$ cat src/rtl/ffv_pkg.sv
package ffv_pkg;

  typedef struct packed {
    logic lt;
    logic gt;
    logic eq;
    logic ov;
  } cond_t;

  typedef enum logic [1:0] {
    SEL_LT = 2'd0,
    SEL_GT = 2'd1,
    SEL_EQ = 2'd2,
    SEL_OV = 2'd3
  } csel_e;

  typedef struct packed {
    logic       inv;
    logic [1:0] sel;
    logic       incl;
    logic       cmp_only;
    logic       rc;
  } mode_t;

  typedef enum logic [1:0] {
    ST_IDLE = 2'd0,
    ST_RUN  = 2'd1,
    ST_FIN  = 2'd2
  } st_e;

  function automatic logic pick_bit(cond_t c, logic [1:0] s);
    logic b;
    case (s)
      SEL_LT:  b = c.lt;
      SEL_GT:  b = c.gt;
      SEL_EQ:  b = c.eq;
      default: b = c.ov;
    endcase
    return b;
  endfunction

endpackage

$ cat src/rtl/ffv_cond_gen.sv
module ffv_cond_gen
  import ffv_pkg::*;
#(
  parameter int DW = 64
) (
  input  logic [DW-1:0] data_i,
  output cond_t         cond_o
);
  logic zero;

  // zero, sign and positive flags of the signed element result
  assign zero      = (data_i == '0);
  assign cond_o.lt = data_i[DW-1];
  assign cond_o.eq = zero;
  assign cond_o.gt = ~data_i[DW-1] & ~zero;
  assign cond_o.ov = 1'b0;
endmodule

$ cat src/rtl/ffv_cond_test.sv
module ffv_cond_test
  import ffv_pkg::*;
(
  input  cond_t      cond_i,
  input  logic [1:0] sel_i,
  input  logic       use_sel_i,
  input  logic       inv_i,
  output logic       fail_o
);
  logic tested;

  // the zero bit is tested unless the selector is enabled
  always_comb begin
    if (use_sel_i) tested = pick_bit(cond_i, sel_i);
    else           tested = cond_i.eq;
  end

  assign fail_o = (tested == inv_i);
endmodule

$ cat src/rtl/ffv_seq.sv
module ffv_seq
  import ffv_pkg::*;
#(
  parameter int MAXVL = 64,
  localparam int VLW  = $clog2(MAXVL + 1)
) (
  input  logic           clk,
  input  logic           rst_n,
  input  logic           start_i,
  input  logic [VLW-1:0] vlen_i,
  input  mode_t          mode_i,
  input  logic           valid_i,
  input  logic           fail_i,
  output logic           ready_o,
  output logic           acc_o,
  output logic [VLW-1:0] idx_o,
  output mode_t          mode_o,
  output logic [VLW-1:0] new_vl_o,
  output logic           done_o
);
  st_e            st;
  logic [VLW-1:0] idx_q;
  logic [VLW-1:0] vl_q;
  logic [VLW-1:0] nvl_q;
  mode_t          mode_q;
  logic           last;
  logic           incl_eff;

  assign ready_o  = (st == ST_RUN);
  assign acc_o    = ready_o & valid_i;
  assign last     = (idx_q == vl_q - VLW'(1));
  assign incl_eff = mode_q.incl & ~mode_q.rc;

  always_ff @(posedge clk) begin
    if (!rst_n) begin
      st     <= ST_IDLE;
      idx_q  <= '0;
      vl_q   <= '0;
      nvl_q  <= '0;
      mode_q <= '0;
    end else begin
      case (st)
        ST_IDLE: begin
          if (start_i) begin
            mode_q <= mode_i;
            vl_q   <= vlen_i;
            idx_q  <= '0;
            if (vlen_i == '0) begin
              nvl_q <= '0;
              st    <= ST_FIN;
            end else begin
              st <= ST_RUN;
            end
          end
        end
        ST_RUN: begin
          if (acc_o) begin
            if (fail_i) begin
              nvl_q <= idx_q + VLW'(incl_eff);
              st    <= ST_FIN;
            end else if (last) begin
              nvl_q <= vl_q;
              st    <= ST_FIN;
            end else begin
              idx_q <= idx_q + VLW'(1);
            end
          end
        end
        default: st <= ST_IDLE;
      endcase
    end
  end

  assign idx_o    = idx_q;
  assign mode_o   = mode_q;
  assign new_vl_o = nvl_q;
  assign done_o   = (st == ST_FIN);
endmodule

$ cat src/rtl/vec_trunc_ctrl.sv
module vec_trunc_ctrl
  import ffv_pkg::*;
#(
  parameter int DW    = 64,
  parameter int MAXVL = 64,
  localparam int VLW  = $clog2(MAXVL + 1)
) (
  input  logic           clk,
  input  logic           rst_n,
  input  logic           start_i,
  input  logic [VLW-1:0] vlen_i,
  input  logic           inv_i,
  input  logic [1:0]     csel_i,
  input  logic           incl_i,
  input  logic           cmp_only_i,
  input  logic           rc_i,
  input  logic           res_valid_i,
  input  logic [DW-1:0]  res_data_i,
  output logic           res_ready_o,
  output logic [VLW-1:0] elem_idx_o,
  output logic           res_we_o,
  output logic           cond_we_o,
  output logic [3:0]     cond_o,
  output logic [VLW-1:0] new_vl_o,
  output logic           done_o
);
  mode_t mode_in;
  mode_t mode_q;
  cond_t cond;
  logic  fail;
  logic  acc;
  logic  use_sel;

  assign mode_in.inv      = inv_i;
  assign mode_in.sel      = csel_i;
  assign mode_in.incl     = incl_i;
  assign mode_in.cmp_only = cmp_only_i;
  assign mode_in.rc       = rc_i;

  ffv_cond_gen #(.DW(DW)) u_gen (
    .data_i (res_data_i),
    .cond_o (cond)
  );

  assign use_sel = mode_q.rc & ~mode_q.cmp_only;

  ffv_cond_test u_test (
    .cond_i    (cond),
    .sel_i     (mode_q.sel),
    .use_sel_i (use_sel),
    .inv_i     (mode_q.inv),
    .fail_o    (fail)
  );

  ffv_seq #(.MAXVL(MAXVL)) u_seq (
    .clk      (clk),
    .rst_n    (rst_n),
    .start_i  (start_i),
    .vlen_i   (vlen_i),
    .mode_i   (mode_in),
    .valid_i  (res_valid_i),
    .fail_i   (fail),
    .ready_o  (res_ready_o),
    .acc_o    (acc),
    .idx_o    (elem_idx_o),
    .mode_o   (mode_q),
    .new_vl_o (new_vl_o),
    .done_o   (done_o)
  );

  assign res_we_o  = acc & ~fail & ~mode_q.cmp_only;
  assign cond_we_o = acc & (mode_q.rc | mode_q.cmp_only);
  assign cond_o    = cond;
endmodule

$ cat config.mk
export PLATFORM = sky130hd
export DESIGN_NAME = vec_trunc_ctrl
export DESIGN_NICKNAME = d
export VERILOG_FILES = /design/src/rtl/ffv_pkg.sv /design/src/rtl/ffv_cond_gen.sv /design/src/rtl/ffv_cond_test.sv /design/src/rtl/ffv_seq.sv /design/src/rtl/vec_trunc_ctrl.sv
export SDC_FILE = /design/constraint.sdc
export NUM_CORES = 1
export LEC_CHECK = 0
export ABC_AREA = 0
export BUFFER_PORTS_ARGS = -buffer_cell sky130_fd_sc_hd__buf_2
export CAP_MARGIN = 20
export CORE_MARGIN = 5
export CORE_UTILIZATION = 45
export CTS_CLUSTER_DIAMETER = 50
export DETAILED_ROUTE_END_ITERATION = 16
export MAX_ROUTING_LAYER = met4
export PLACE_DENSITY = 0.93
export SETUP_SLACK_MARGIN = 0.3
export SLEW_MARGIN = 25
export SYNTH_ARGS = -nofsm -noshare
export SYNTH_HDL_FRONTEND = slang
export SYNTH_SLANG_ARGS = --single-unit
$ cat constraint.sdc
create_clock -name clk -period 3.9 [get_ports clk]
set_input_delay 0.78 -clock clk [delete_from_list [all_inputs] [get_ports clk]]
set_output_delay 0.78 -clock clk [all_outputs]
set_load 0.03 [all_outputs]
Word-level counts from Yosys, hierarchy flattened --
Index checks and enable logic that the tools add are counted.
Word-level totals: register bits after elaboration 29, output and inout port bits 22, word-level logic and storage cells 65
Operators by class: add/subtract/negate cells 3, equality and inequality tests 12, multiplexer cells 19, bitwise logic cells 13, reductions and logical operators 9
Operators by type and width (count):
- $logic_not A64 Y1 | 1
- $mux W7 | 9
- $pmux W7 S2 | 2
- $mux W2 | 5
- $reduce_and A5 Y1 | 2
- $ne A2 B2 Y1 const B | 4
- $add A7 B1 Y7 | 1
- $add A7 B1 Y7 const B | 1
- $and A1 B1 Y1 | 7
- $eq A7 B7 Y1 | 1
- $logic_not A7 Y1 | 1
- $sub A7 B1 Y7 const B | 1
- $not A1 Y1 | 5
- $eq A2 B1 Y1 const B | 2
- $eq A2 B2 Y1 const B | 2
- $logic_not A2 Y1 | 2
- $pmux W2 S2 | 1
- $ne A3 B3 Y1 const B | 1
- $pmux W1 S3 | 1
- $reduce_and A3 Y1 | 1
- $ne A2 B1 Y1 const B | 1
- $reduce_and A2 Y1 | 1
- $reduce_bool A2 Y1 | 1
- $eq A1 B1 Y1 | 1
- other kinds (2) | 2

Depth between registers and ports, before layout --
word-level depth 9, mapped depth 9

Cells and area by module --
From an unflattened synthesis, not the netlist that was laid out.
Unflattened totals: cells, all modules 257, area total of the unflattened synthesis 1995.7 um2
By module, submodules not included:
- ffv_seq | times used 1, cells an instance 221, area an instance 1717.9 um2, sequential area each 580.6 um2
- ffv_cond_gen | times used 1, cells an instance 26, area an instance 192.7 um2, sequential area each 0.0 um2
- ffv_cond_test | times used 1, cells an instance 7, area an instance 58.8 um2, sequential area each 0.0 um2
- vec_trunc_ctrl | times used 1, cells an instance 3, area an instance 26.3 um2, sequential area each 0.0 um2

Least setup slack after synthesis --
Ideal clock, no wire load.
path kind in2out, start input port res_data_i[6], end output port res_we_o, data arrival time 2.760 ns, slack 0.360 ns, stages on the path 6, path through nor4_1 > nand4_1 > nor4_4 > mux2i_1 > buf_2 > nor3_1
On the way: longest elaborated chain between the ends 9
RTL lines:
- start, declared | line vec_trunc_ctrl.sv:18 | input logic [DW-1:0] res_data_i,
- $logic_not A64 Y1 * | line ffv_cond_gen.sv:12 | assign zero = (data_i == '0);
- via u_gen.zero | line ffv_cond_gen.sv:9 | logic zero;
- $not A1 Y1 | line ffv_cond_gen.sv:15 | assign cond_o.gt = ~data_i[DW-1] & ~zero;
- $and A1 B1 Y1 | line ffv_cond_gen.sv:15
- $pmux W1 S3 | line ffv_pkg.sv:33 | case (s)
- $mux W1 * | line ffv_cond_test.sv:14 | if (use_sel_i) tested = pick_bit(cond_i, sel_i);
- $eq A1 B1 Y1 * | line ffv_cond_test.sv:18 | assign fail_o = (tested == inv_i);
- $not A1 Y1 * | line vec_trunc_ctrl.sv:71 | assign res_we_o = acc & ~fail & ~mode_q.cmp_only;
- $and A1 B1 Y1 * (2 in a row) | line vec_trunc_ctrl.sv:71
- end, declared | line vec_trunc_ctrl.sv:21 | output logic res_we_o,
The timed path passes the listed nets; every way through them passes the cells marked *.

Worst setup path after layout --
start input port res_data_i[12], end output port res_we_o
On the way: longest elaborated chain between the ends 9
RTL lines (line):
- $logic_not A64 Y1 * | ffv_cond_gen.sv:12
- $not A1 Y1 | ffv_cond_gen.sv:15
- $and A1 B1 Y1 | ffv_cond_gen.sv:15
- $pmux W1 S3 | ffv_pkg.sv:33
- $mux W1 * | ffv_cond_test.sv:14
- $eq A1 B1 Y1 * | ffv_cond_test.sv:18
- $not A1 Y1 * | vec_trunc_ctrl.sv:71
- $and A1 B1 Y1 * (2 in a row) | vec_trunc_ctrl.sv:71
Every way passes the cells marked *; elsewhere a longest branch is shown, timed or not.

==> impl_metrics.yaml <==
clocking:
  cts_setup_buffers: 0
  numCtsBuffers: 5
  cts_hold_buf: 0
  htree_levels: 2
  cts_sinks: 29
  root_buffer: "clkbuf_8"
  cts_resized: 0
  clk_path_buf_depth: 2
  clk_pin_slew_ns: 0.06
  cts_tree: "yes"
  clock_latency_ns: 0.28
synthesis:
  synth_cell_type_count: 40
  ys_seq_elements: 29
  syn_area_um2: 1860
  syn_avg_cell_area_um2: 8.09
  synth_common_cells: "nand2_1 (39), dfxtp_1 (29), nor4_1 (20)"
  ys_warn_count: 0
  synth_ff_type: "dfxtp_1"
  ys_seq_area_frac: 0.312
  netlist_top_cells_area: "dfxtp_1 (31%), nand2_1 (7.9%), nor4_1 (6.7%)"
  synth_top_area_share: 0.312
  synthArstFlopShare: 0
  synth_edf_count: 0
  synth_top_cell_by_area: "dfxtp_1"
  syn_nets: 315
  yosysMostFrequentCell: "nand2_1"
  syn_inst: 230
sta:
  hold_viol: 0
  worst_clock_skew_ns: 0.00641
  min_period_ns: 3.21
  fin_hold_ws_ns: 0.457
  setup_viol: 0
  maxSlewHeadroom: 0.382
  final.setup.tns_ns: 0
  fin_crit_sh: 0.822
  rsz0062_at_grt: "false"
  worst_pin_slew_ns: 0.919
  final-max-slew-violation-count: 0
  max_freq_mhz: 312
floorplanning:
  ios: 103
  dieArea_um2: 5520
  row_count: 23
  initial_core_util: 0.465
  die_h_um: 74.3
  die_w_um: 74.3
  core-area_um2: 4000
worst_hold_path:
  hold_path.class: "flop to flop"
route:
  drt_iter0_drc: 135
  first_pass_iters: 4
  vias_per_cell: 5.48
  post-route-drc-count: 0
  wl_per_cell_um: 14.4
  finalWirelength_um: 5470
  vias: 2077
  postRouteAntennaNets: 0
worst_setup_path:
  path_max_fanout: 5
  cp-endpoint: "res_we_o"
  crit_chain: "buf_2 -> nor4_1 -> nand4_1 -> nor4_4 -> mux2i_1 -> nor3_1 -> buf_2"
  path_buf_inv: 2
  worstSetupPathDepth: 7
  r2r_start: "u_seq.vl_q[0]"
  endpoint_kind: "output port"
  critPathLaunchType: "primary input"
  cp_top_family: "simple AND/OR/NAND/NOR gates"
  path_common_cell: "buf_2"
  r2r_cells: 7
  critPathArrivalTime_ns: 2.43
  cpPeakStageDelay_ns: 0.43
  crit_start: "res_data_i[12]"
  reg2reg_slack_ns: 1.43
  worstSetupPathType: "primary input to output port"
  worstReg2RegEnd: "u_seq.idx_o[1]"
  slowest_stage: "nor4_4"
  worstPathRequired_ns: 3.12
global_routing:
  grt_pass1_vias: 1949
  overflow: 0
  grt_start_max_net_pins: 22
  grt_pass1_wl_um: 8810
  antenna_found_initial: 0
  grtUsageTotal: 0.215
place:
  gp_congestion: 0.901
  dpl.hpwl_um: 4480
  io_buffer_count: 101
final_layout:
  area_growth_pct: 32.7
  regArea_um2: 581
  fill_cells: 354
  layout-drive-gt1-share: 0.343
  num_antenna_cells: 0
  multiInputGateArea_um2: 1200
  nNetsFinal: 413
power:
  leakagePower_nw: 1.12
  vdd_drop_max_v: 0.000240
  power_mw: 0.717
  powerDensity_nw_per_um2: 291
status:
  outcome: "finished clean"
run:
  drv_cap: 0
-- layout make-up --
class                      count  share of cell area
clock buffer                   6              0.0294
clock inverter                 2             0.00405
inverter                       5             0.00760
multi-input combinational    184               0.488
sequential                    29               0.235
tap                           50              0.0253
timing repair buffer         103               0.211
-- power by group --
group / internal (mW) / total (mW) / switching (mW)
Sequential: 0.308 / 0.323 / 0.0148
Combinational: 0.0731 / 0.158 / 0.0854
Clock: 0.123 / 0.236 / 0.113
Total: 0.504 / 0.717 / 0.213
-- worst min path at each step --
stage | startpoint | endpoint | slack (ns) | cells after the start
after floorplan | u_seq.mode_o[2] | u_seq.mode_o[2] | 0.44 | 2
after global placement | u_seq.new_vl_o[5] | u_seq.new_vl_o[5] | 0.44 | 1
after detailed placement | u_seq.new_vl_o[0] | u_seq.new_vl_o[0] | 0.44 | 1
after CTS | u_seq.new_vl_o[0] | u_seq.new_vl_o[0] | 0.46 | 1
after global routing | u_seq.new_vl_o[4] | u_seq.new_vl_o[4] | 0.48 | 1
final | u_seq.new_vl_o[0] | u_seq.new_vl_o[0] | 0.46 | 1
-- routing by layer --
layer / part of all wire / vias to the layer above / GRT usage / routed length, um
li1: - / 1054 / - / -
met1: 0.43 / 960 / 0.255 / 2370
met5: 0 / - / - / 0
met4: 0.014 / 0 / 0.0692 / 76
met3: 0.065 / 5 / 0.0581 / 353
met2: 0.49 / 58 / 0.352 / 2670
-- cell usage in the layout (no fill, tap or decap), types with 2 or more instances in the layout --
| cell | instances |
|---|---|
| buf_2 | 101 |
| nand2_1 | 39 |
| dfxtp_1 | 29 |
| nor4_1 | 20 |
| a21boi_0 | 13 |
| mux2i_1 | 10 |
| xnor2_1 | 9 |
| nand4_1 | 8 |
| nor2_1 | 7 |
| o31ai_1 | 7 |
| nand3_1 | 7 |
| o2bb2ai_1 | 7 |
| xor2_1 | 6 |
| inv_1 | 5 |
| nand2b_1 | 5 |
| clkbuf_8 | 5 |
| nor3_1 | 4 |
| and2_1 | 4 |
| a21oi_1 | 4 |
| ha_1 | 4 |
| nor2b_1 | 3 |
| or4_1 | 3 |
| o31a_1 | 3 |
| o311ai_0 | 3 |
| nor3b_1 | 2 |
| or3_1 | 2 |
| o22ai_1 | 2 |
| clkinv_2 | 2 |
| buf_4 | 2 |
-- sequential cells by signal, indices dropped and copies added (netlist names) --
name and flops:
u_seq.idx_o 7, u_seq.st 2, u_seq.vl_q 7, u_seq.new_vl_o 7
u_seq.mode_o 6
-- kinds of logic (layout without fill, tap and decap cells) --
kind of cell	Yosys count	count (layout)	share of synthesized area
simple gates	108	108	0.307
xor+xnor	15	15	0.0706
other cells	1	1	0.00202
mux	11	11	0.0599
buf+inv	17	116	0.0410
compound gates	45	45	0.181
fa+ha+maj	4	4	0.0269
flops	29	29	0.312
-- metrics by stage --
| stage | util | setup WS, ns | cells | area, um2 |
|---|---|---|---|---|
| 2_1_floorplan | - | 0.360 | 230 | 1860 |
| 3_3_place_gp | 0.596 | 0.675 | 371 | 2390 |
| 3_5_place_dp | 0.596 | 0.738 | 371 | 2390 |
| 4_1_cts | 0.617 | 0.725 | 379 | 2470 |
| 5_1_grt | 0.617 | 0.610 | 379 | 2470 |
| 6_report | 0.617 | 0.692 | 379 | 2470 |
(Power assumes the default switching activity.)
